<file path="src/rtl/hs_pkg.sv">
`timescale 1ns/1ps
package hs_pkg;

    localparam logic MODE_SRC_LED = 1'b0;
    localparam logic MODE_DST_LED = 1'b1;

    typedef enum logic [2:0] {
        SS_IDLE,
        SS_ARMED,
        SS_SETUP,
        SS_ANSWER,
        SS_HOLD,
        SS_CLOSE
    } src_st_e;

    typedef enum logic [1:0] {
        DS_IDLE,
        DS_REQ,
        DS_CLOSE
    } dst_st_e;

endpackage

</file>
<file path="src/rtl/hs_sync2.sv">
`timescale 1ns/1ps
module hs_sync2 #(
    parameter int N = 1
) (
    input  logic         clk,
    input  logic         rst_n,
    input  logic [N-1:0] d_i,
    output logic [N-1:0] q_o
);

    for (genvar g = 0; g < N; g++) begin : g_bit
        logic meta_q;
        logic sync_q;
        always_ff @(posedge clk or negedge rst_n) begin
            if (!rst_n) begin
                meta_q <= 1'b0;
                sync_q <= 1'b0;
            end else begin
                meta_q <= d_i[g];
                sync_q <= meta_q;
            end
        end
        assign q_o[g] = sync_q;
    end

endmodule

</file>
<file path="src/rtl/hs_src_fsm.sv">
`timescale 1ns/1ps
module hs_src_fsm
    import hs_pkg::*;
#(
    parameter int WORD_W    = 8,
    parameter int SETUP_CYC = 2,
    parameter int HOLD_CYC  = 2
) (
    input  logic              clk,
    input  logic              rst_n,
    input  logic              mode_i,
    input  logic              start_i,
    input  logic [WORD_W-1:0] word_i,
    input  logic              peer_s_i,
    output logic [WORD_W-1:0] data_o,
    output logic              ctl_o,
    output logic              done_o,
    output logic              idle_o
);

    localparam int MAXC = (SETUP_CYC > HOLD_CYC) ? SETUP_CYC : HOLD_CYC;
    localparam int CW   = $clog2(MAXC + 2);
    localparam logic [CW-1:0] SETUP_N = CW'(SETUP_CYC);
    localparam logic [CW-1:0] HOLD_N  = CW'(HOLD_CYC);

    typedef struct packed {
        src_st_e           st;
        logic [CW-1:0]     cnt;
        logic [WORD_W-1:0] word;
        logic              drive;
        logic              ctl;
        logic              done;
    } src_reg_t;

    src_reg_t r_q, r_d;
    logic     answered;

    always_comb begin
        r_d      = r_q;
        r_d.done = 1'b0;
        answered = (mode_i == MODE_SRC_LED) ? peer_s_i : !peer_s_i;
        case (r_q.st)
            SS_IDLE: begin
                if (start_i && (mode_i == MODE_DST_LED || !peer_s_i)) begin
                    r_d.word = word_i;
                    if (mode_i == MODE_SRC_LED) begin
                        r_d.drive = 1'b1;
                        r_d.cnt   = SETUP_N;
                        r_d.st    = SS_SETUP;
                    end else begin
                        r_d.st    = SS_ARMED;
                    end
                end
            end
            SS_ARMED: begin
                if (peer_s_i) begin
                    r_d.drive = 1'b1;
                    r_d.cnt   = SETUP_N;
                    r_d.st    = SS_SETUP;
                end
            end
            SS_SETUP: begin
                if (r_q.cnt == '0) begin
                    r_d.ctl = 1'b1;
                    r_d.st  = SS_ANSWER;
                end else begin
                    r_d.cnt = r_q.cnt - 1'b1;
                end
            end
            SS_ANSWER: begin
                if (answered) begin
                    r_d.cnt = HOLD_N;
                    r_d.st  = SS_HOLD;
                end
            end
            SS_HOLD: begin
                if (r_q.cnt == '0) begin
                    r_d.ctl   = 1'b0;
                    r_d.drive = 1'b0;
                    if (mode_i == MODE_SRC_LED) begin
                        r_d.st = SS_CLOSE;
                    end else begin
                        r_d.done = 1'b1;
                        r_d.st   = SS_IDLE;
                    end
                end else begin
                    r_d.cnt = r_q.cnt - 1'b1;
                end
            end
            SS_CLOSE: begin
                if (!peer_s_i) begin
                    r_d.done = 1'b1;
                    r_d.st   = SS_IDLE;
                end
            end
            default: r_d.st = SS_IDLE;
        endcase
    end

    always_ff @(posedge clk or negedge rst_n) begin
        if (!rst_n) begin
            r_q <= '{st: SS_IDLE, cnt: '0, word: '0, drive: 1'b0, ctl: 1'b0, done: 1'b0};
        end else begin
            r_q <= r_d;
        end
    end

    assign data_o = r_q.drive ? r_q.word : '0;
    assign ctl_o  = r_q.ctl;
    assign done_o = r_q.done;
    assign idle_o = (r_q.st == SS_IDLE);

    // Checker state: cycles the word has been on the link, saturating.
    logic [CW:0] on_link_q;
    always_ff @(posedge clk or negedge rst_n) begin
        if (!rst_n) begin
            on_link_q <= '0;
        end else if (!r_q.drive) begin
            on_link_q <= '0;
        end else if (on_link_q != '1) begin
            on_link_q <= on_link_q + 1'b1;
        end
    end

    // the strobe never rises before the setup window has elapsed.
    a_r2_setup_window: assert property (@(posedge clk) disable iff (!rst_n)
        $rose(ctl_o) |-> (on_link_q >= {1'b0, SETUP_N}));

    // the word is frozen while the strobe is high.
    a_r5_word_frozen: assert property (@(posedge clk) disable iff (!rst_n)
        (ctl_o && $past(ctl_o)) |-> $stable(data_o));

    // in sender-led mode the strobe is only released after the answer is seen.
    a_r4_release_after_ack: assert property (@(posedge clk) disable iff (!rst_n)
        ($fell(ctl_o) && mode_i == MODE_SRC_LED) |-> peer_s_i);

    // completion is a single-cycle pulse.
    a_r4_done_pulse: assert property (@(posedge clk) disable iff (!rst_n)
        done_o |=> !done_o);

endmodule

</file>
<file path="src/rtl/hs_dst_fsm.sv">
`timescale 1ns/1ps
module hs_dst_fsm
    import hs_pkg::*;
#(
    parameter int WORD_W = 8
) (
    input  logic              clk,
    input  logic              rst_n,
    input  logic              mode_i,
    input  logic              start_i,
    input  logic [WORD_W-1:0] data_i,
    input  logic              peer_s_i,
    output logic [WORD_W-1:0] word_o,
    output logic              ctl_o,
    output logic              done_o,
    output logic              idle_o
);

    typedef struct packed {
        dst_st_e           st;
        logic [WORD_W-1:0] word;
        logic              ctl;
        logic              done;
    } dst_reg_t;

    dst_reg_t r_q, r_d;

    always_comb begin
        r_d      = r_q;
        r_d.done = 1'b0;
        case (r_q.st)
            DS_IDLE: begin
                if (mode_i == MODE_SRC_LED) begin
                    if (peer_s_i) begin
                        r_d.word = data_i;
                        r_d.ctl  = 1'b1;
                        r_d.st   = DS_CLOSE;
                    end
                end else if (start_i && !peer_s_i) begin
                    r_d.ctl = 1'b1;
                    r_d.st  = DS_REQ;
                end
            end
            DS_REQ: begin
                if (peer_s_i) begin
                    r_d.word = data_i;
                    r_d.ctl  = 1'b0;
                    r_d.st   = DS_CLOSE;
                end
            end
            DS_CLOSE: begin
                if (!peer_s_i) begin
                    r_d.ctl  = 1'b0;
                    r_d.done = 1'b1;
                    r_d.st   = DS_IDLE;
                end
            end
            default: r_d.st = DS_IDLE;
        endcase
    end

    always_ff @(posedge clk or negedge rst_n) begin
        if (!rst_n) begin
            r_q <= '{st: DS_IDLE, word: '0, ctl: 1'b0, done: 1'b0};
        end else begin
            r_q <= r_d;
        end
    end

    assign word_o = r_q.word;
    assign ctl_o  = r_q.ctl;
    assign done_o = r_q.done;
    assign idle_o = (r_q.st == DS_IDLE);

    // the acknowledge only rises while the synchronized strobe is high.
    a_r3_ack_on_strobe: assert property (@(posedge clk) disable iff (!rst_n)
        ($rose(ctl_o) && mode_i == MODE_SRC_LED) |-> peer_s_i);

    // the request is only withdrawn once the strobe has been seen.
    a_r6_req_drop_on_valid: assert property (@(posedge clk) disable iff (!rst_n)
        ($fell(ctl_o) && mode_i == MODE_DST_LED) |-> peer_s_i);

    // an acknowledge is held for as long as the strobe stays high.
    a_r7_ack_held: assert property (@(posedge clk) disable iff (!rst_n)
        (mode_i == MODE_SRC_LED && ctl_o && peer_s_i) |=> ctl_o);

    // completion is a single-cycle pulse.
    a_r6_done_pulse: assert property (@(posedge clk) disable iff (!rst_n)
        done_o |=> !done_o);

endmodule

</file>
<file path="src/rtl/hs_xfer_port.sv">
`timescale 1ns/1ps
module hs_xfer_port
    import hs_pkg::*;
#(
    parameter int WORD_W    = 8,
    parameter int SETUP_CYC = 2,
    parameter int HOLD_CYC  = 2
) (
    input  logic              clk,
    input  logic              rst_n,
    input  logic              mode_i,
    input  logic              src_start_i,
    input  logic [WORD_W-1:0] src_word_i,
    output logic              src_done_o,
    input  logic              dst_start_i,
    output logic [WORD_W-1:0] dst_word_o,
    output logic              dst_done_o,
    output logic [WORD_W-1:0] lnk_data_o,
    output logic              lnk_src_ctl_o,
    input  logic              lnk_dst_ctl_i,
    input  logic [WORD_W-1:0] lnk_data_i,
    input  logic              lnk_src_ctl_i,
    output logic              lnk_dst_ctl_o
);

    localparam int NSYNC = 2;

    typedef struct packed {
        logic mode;
    } top_reg_t;

    top_reg_t         r_q, r_d;
    logic [NSYNC-1:0] ctl_raw;
    logic [NSYNC-1:0] ctl_s;
    logic             src_idle;
    logic             dst_idle;

    assign ctl_raw = {lnk_src_ctl_i, lnk_dst_ctl_i};

    hs_sync2 #(.N(NSYNC)) u_sync (
        .clk   (clk),
        .rst_n (rst_n),
        .d_i   (ctl_raw),
        .q_o   (ctl_s)
    );

    always_comb begin
        r_d = r_q;
        if (src_idle && dst_idle) begin
            r_d.mode = mode_i;
        end
    end

    always_ff @(posedge clk or negedge rst_n) begin
        if (!rst_n) begin
            r_q <= '{mode: MODE_SRC_LED};
        end else begin
            r_q <= r_d;
        end
    end

    hs_src_fsm #(
        .WORD_W    (WORD_W),
        .SETUP_CYC (SETUP_CYC),
        .HOLD_CYC  (HOLD_CYC)
    ) u_src (
        .clk      (clk),
        .rst_n    (rst_n),
        .mode_i   (r_q.mode),
        .start_i  (src_start_i),
        .word_i   (src_word_i),
        .peer_s_i (ctl_s[0]),
        .data_o   (lnk_data_o),
        .ctl_o    (lnk_src_ctl_o),
        .done_o   (src_done_o),
        .idle_o   (src_idle)
    );

    hs_dst_fsm #(
        .WORD_W (WORD_W)
    ) u_dst (
        .clk      (clk),
        .rst_n    (rst_n),
        .mode_i   (r_q.mode),
        .start_i  (dst_start_i),
        .data_i   (lnk_data_i),
        .peer_s_i (ctl_s[1]),
        .word_o   (dst_word_o),
        .ctl_o    (lnk_dst_ctl_o),
        .done_o   (dst_done_o),
        .idle_o   (dst_idle)
    );

    // the latched mode never moves while either side is in a transfer.
    a_r8_mode_frozen: assert property (@(posedge clk) disable iff (!rst_n)
        !(src_idle && dst_idle) |=> $stable(r_q.mode));

    // with both sides idle, both control lines are low.
    a_r7_idle_lines_low: assert property (@(posedge clk) disable iff (!rst_n)
        (src_idle && dst_idle) |-> (!lnk_src_ctl_o && !lnk_dst_ctl_o));

endmodule

</file>
<file path="config.mk">
export PLATFORM = sky130hd
export DESIGN_NAME = hs_xfer_port
export DESIGN_NICKNAME = d
export VERILOG_FILES = /design/src/rtl/hs_pkg.sv /design/src/rtl/hs_sync2.sv /design/src/rtl/hs_src_fsm.sv /design/src/rtl/hs_dst_fsm.sv /design/src/rtl/hs_xfer_port.sv
export SDC_FILE = /design/constraint.sdc
export NUM_CORES = 1
export LEC_CHECK = 0
export ABC_AREA = 1
export BUFFER_PORTS_ARGS = -buffer_cell sky130_fd_sc_hd__clkbuf_2
export CAP_MARGIN = 0
export CORE_AREA = 2 2 78 80
export CTS_BUF_LIST = sky130_fd_sc_hd__clkbuf_8 sky130_fd_sc_hd__clkbuf_16
export DETAILED_ROUTE_END_ITERATION = 16
export DIE_AREA = 0 0 80 82
export PLACE_DENSITY = 0.59
export SLEW_MARGIN = 0
export SYNTH_ARGS = -nofsm -noshare
export SYNTH_HDL_FRONTEND = slang
export SYNTH_SLANG_ARGS = --single-unit
</file>
<file path="constraint.sdc">
create_clock -name clk -period 3.6 [get_ports clk]
set_clock_uncertainty 0.1 [all_clocks]
set_input_delay 0.54 -clock clk [delete_from_list [all_inputs] [get_ports clk]]
set_output_delay 0.54 -clock clk [all_outputs]
set_load 0.05 [all_outputs]
</file>
==> implementation parameters <==
Parameter                              Value

Synthesis
  Number of register bits inferred by synthesis ... 33
  Synth Area in Adders ... 4.24%
  Number of warnings printed during yosys synthesis ... 0
  Post-Synth XOR/XNOR Area ... 0%
  Number of different library cells in the post-synthesis netlist ... 23
  Largest family of logic cells by synthesized area ... simple AND/OR/NAND/NOR gates
  Netlist area before placement ... 1770 sq um
  Proportion of synthesized area in mux cells ... 0%
  Area fraction in compound gates after synthesis ... 6.99%
  Sequential-to-total area share from yosys stat ... 46.6%
  Gate count after technology mapping ... 218
  Synthesized-area fraction occupied by and/or/nand/nor cells ... 30.4%
  Post-synthesis net count ... 247
  Average size of a mapped cell ... 8.13 sq um

Timing
  Setup repair after global routing missed its margin ... no
  Post-layout min period ... 1.97 ns
  Worst Hold Slack ... 0.243 ns
  Fraction of the cycle the final worst path needs ... 54.8%
  Tightest Pin Transition ... 1.01 ns
  Final setup violation count ... 0
  Highest attainable clock frequency ... 507 MHz
  Endpoints failing hold ... 0
  Max Transition Viols Final ... 0
  Worst-case headroom to the max-slew limit ... 32.2%
  Total negative setup slack ... 0 ns

Placement
  Port Buf Inserts ... 42
  GPL Wtd Cong ... 0.901
  HPWL after DPL ... 2.53 mm
  Cell count after placement ... 324

Min path
  Hold Crit Class ... in2async

Die
  Die width ... 80 um
  Initial cell density of the core ... 30.8%
  Site row count ... 28
  Floorplan die height ... 82 um
  Top Ports ... 43
  Die area ... 6560 sq um
  Core area ... 5750 sq um

Pwr
  Sequential fraction of design power ... 32.1%
  Leakage power summed over all cells ... 1.20 nW
  Overall power ... 2.00 mW
  Worst-case vdd ir drop ... 0.309 mV
  Internal Power ... 0.960 mW
  Clock power share ... 12.5%
  Switching Share ... 51.9%
  Combinational share of power ... 55.4%
  Net switching power of the design ... 1.04 mW
  Power Density ... 964 nW/um^2

Flow run
  Max_cap viols ... 0

Route
  Wirelength per Cell ... 9.98 um
  Detailed-route via count ... 1397
  Via density ... 4.23
  First-iteration detailed-routing DRC count ... 67
  Length of the first detailed-routing pass in iterations ... 4
  Count of nets left with antenna violations after detail routing ... 0
  Final wirelength ... 3.30 mm
  DRC ... 0

Global routing
  Total GRT Usage ... 11.5%
  Maximum number of pins on one net before global-route repair ... 34
  Initial antenna violation count ... 0
  Aggregate global routing overflow ... 0
  First-pass GRT wire length ... 5.71 mm
  Vias in the first global route ... 1284

Cells and area
  Number of nets in the final layout ... 285
  Proportion of layout cells with a drive suffix above 1 ... 28.2%
  Final-layout fill cell count ... 640
  Area added between synthesis and finish ... 16.9%
  Number of non-filler instances in the completed layout ... 330
  # diodes ... 0
  Final cell utilization of the core ... 36.1%

Clock network
  Clock tree from TritonCTS ... yes
  TritonCTS Sinks ... 33
  CTS Hold Buffers Added ... 0
  Cts repair resizes ... 0
  Root buffer cell ... clkbuf_8
  Clk slew on worst S/H paths ... 0.06 ns
  Setup Buffers After CTS ... 0
  Later-pin clock latency in the skew report ... 0.28 ns
  Clock buffer count from CTS ... 5
  H-Tree Level Count ... 2
  Clock buffer depth ... 2

Setup path
  Nature of the critical path endpoint ... flip-flop
  Crit path arrival time ... 1.99 ns
  Setup Crit Path Kind ... reg2reg
  Nature of the critical path startpoint ... flip-flop
  Required time at the worst-slack endpoint ... 3.62 ns
  Highest fanout seen on the critical path ... 16

Status
  Status ... complete, no violations
logic make-up (layout without fill, tap and decap cells):
group | Yosys count | after routing
and+or+nand+nor | 112 | 112
buffers and inverters | 46 | 83
adders and majority gates | 6 | 6
DFF | 33 | 33
AOI/OAI and AO/OA | 21 | 21
worst max-delay path: stages, from the launching register on:
cell      delay, ns
dfrtp_1        0.40
inv_1          0.08
ha_1           0.24
o211ai_1       0.83
o21ai_0        0.18
flip-flops by register name, summed over array words and instances (netlist names):
name	count
u_src.r_q	14
u_dst.word_o	8
u_dst.r_q	2
u_sync.g_bit.meta_q	2
u_sync.g_bit.sync_q	2
r_q	1
u_dst.ctl_o	1
u_dst.done_o	1
u_src.ctl_o	1
u_src.done_o	1
power groups by stage:
stage	Combinational, mW	Clock (mW)	Sequential, mW
floorplan	0.930	0	0.666
global placement	1.11	0	0.648
detailed placement	1.12	0	0.646
CTS	1.12	0.258	0.642
global route	1.25	0.282	0.667
finish	1.11	0.249	0.642
synthesized netlist by cell type:
cell type | instances | area [sq um]
a21oi_1 | 2 | 10.0
a21oi_4 | 1 | 16.3
buf_2 | 2 | 10.0
buf_4 | 9 | 67.6
clkinv_1 | 1 | 3.75
dfrtp_1 | 33 | 826
ha_1 | 6 | 75.1
inv_1 | 29 | 109
inv_2 | 5 | 18.8
nand2_1 | 74 | 278
nand2_2 | 5 | 31.3
nand2_4 | 5 | 56.3
nand3_1 | 10 | 50.1
nand3_2 | 2 | 20.0
nand3b_1 | 2 | 15.0
nand4_1 | 2 | 12.5
nor2_1 | 6 | 22.5
nor2_2 | 3 | 18.8
nor2_4 | 3 | 33.8
o211ai_1 | 1 | 7.51
o21ai_0 | 14 | 70.1
o21ai_1 | 1 | 5.00
o31ai_1 | 2 | 15.0
worst paths after layout:
| check | from | endpoint | slack, ns | cells after the start |
|---|---|---|---|---|
| min in group clk | u_sync.g_bit[1].meta_q$_DFF_PN0_ | u_sync.g_bit[1].sync_q$_DFF_PN0_ | 0.25 | 0 |
| hold / removal | rst_n | u_dst.word_o[2]$_DFFE_PN0P_ | 0.24 | 1 |
| setup / recovery | u_dst.r_q[10]$_DFFE_PN0P_ | u_dst.word_o[6]$_DFFE_PN0P_ | 1.63 | 4 |
| setup reg to reg | u_dst.r_q[10]$_DFFE_PN0P_ | u_dst.word_o[6]$_DFFE_PN0P_ | 1.63 | 4 |
| hold reg to reg | u_sync.g_bit[1].meta_q$_DFF_PN0_ | u_sync.g_bit[1].sync_q$_DFF_PN0_ | 0.25 | 0 |
| max in group asynchronous | rst_n | u_src.r_q[7]$_DFFE_PN0P_ | 2.65 | 1 |
cell type report:
cell class | count | area, sq um | share of cell area [%]
clock buffers | 5 | 68.8 | 3.32
clock inverters | 1 | 5.00 | 0.242
inverters | 35 | 131 | 6.34
multi-input cells | 139 | 737 | 35.6
flip-flops and latches | 33 | 826 | 39.9
well taps | 75 | 93.8 | 4.53
repair buffers | 42 | 210 | 10.1
metal layers:
| layer | vias up | track usage [%] | wire, um |
|---|---|---|---|
| met4 | 0 | 4.07 | 46 |
| met5 | - | 0 | 0 |
| met3 | 5 | 4.51 | 163 |
| li1 | 734 | - | - |
| met1 | 628 | 14.5 | 1560 |
| met2 | 30 | 17.8 | 1520 |
stage by stage:
step | area (sq um) | setup slack (ns)
2_1_floorplan | 1770 | 1.99
3_5_place_dp | 2000 | 1.60
5_1_grt | 2070 | 1.36
3_3_place_gp | 2000 | 1.64
6_report | 2070 | 1.63
4_1_cts | 2070 | 1.59
cell usage in the layout (no fill, tap or decap):
cell type / n
a21oi_1: 2
a21oi_4: 1
clkinv_1: 1
nand3_1: 10
inv_2: 5
o31ai_1: 2
clkinv_2: 1
nand2_1: 74
nand2_4: 5
o21ai_1: 1
o211ai_1: 1
nand3_2: 2
nand4_1: 2
ha_1: 6
dfrtp_1: 33
nand2_2: 5
nand3b_1: 2
clkbuf_2: 42
nor2_1: 6
o21ai_0: 14
inv_1: 29
nor2_4: 3
clkbuf_8: 5
nor2_2: 3
Note: power is estimated with default switching activity, not from simulation.
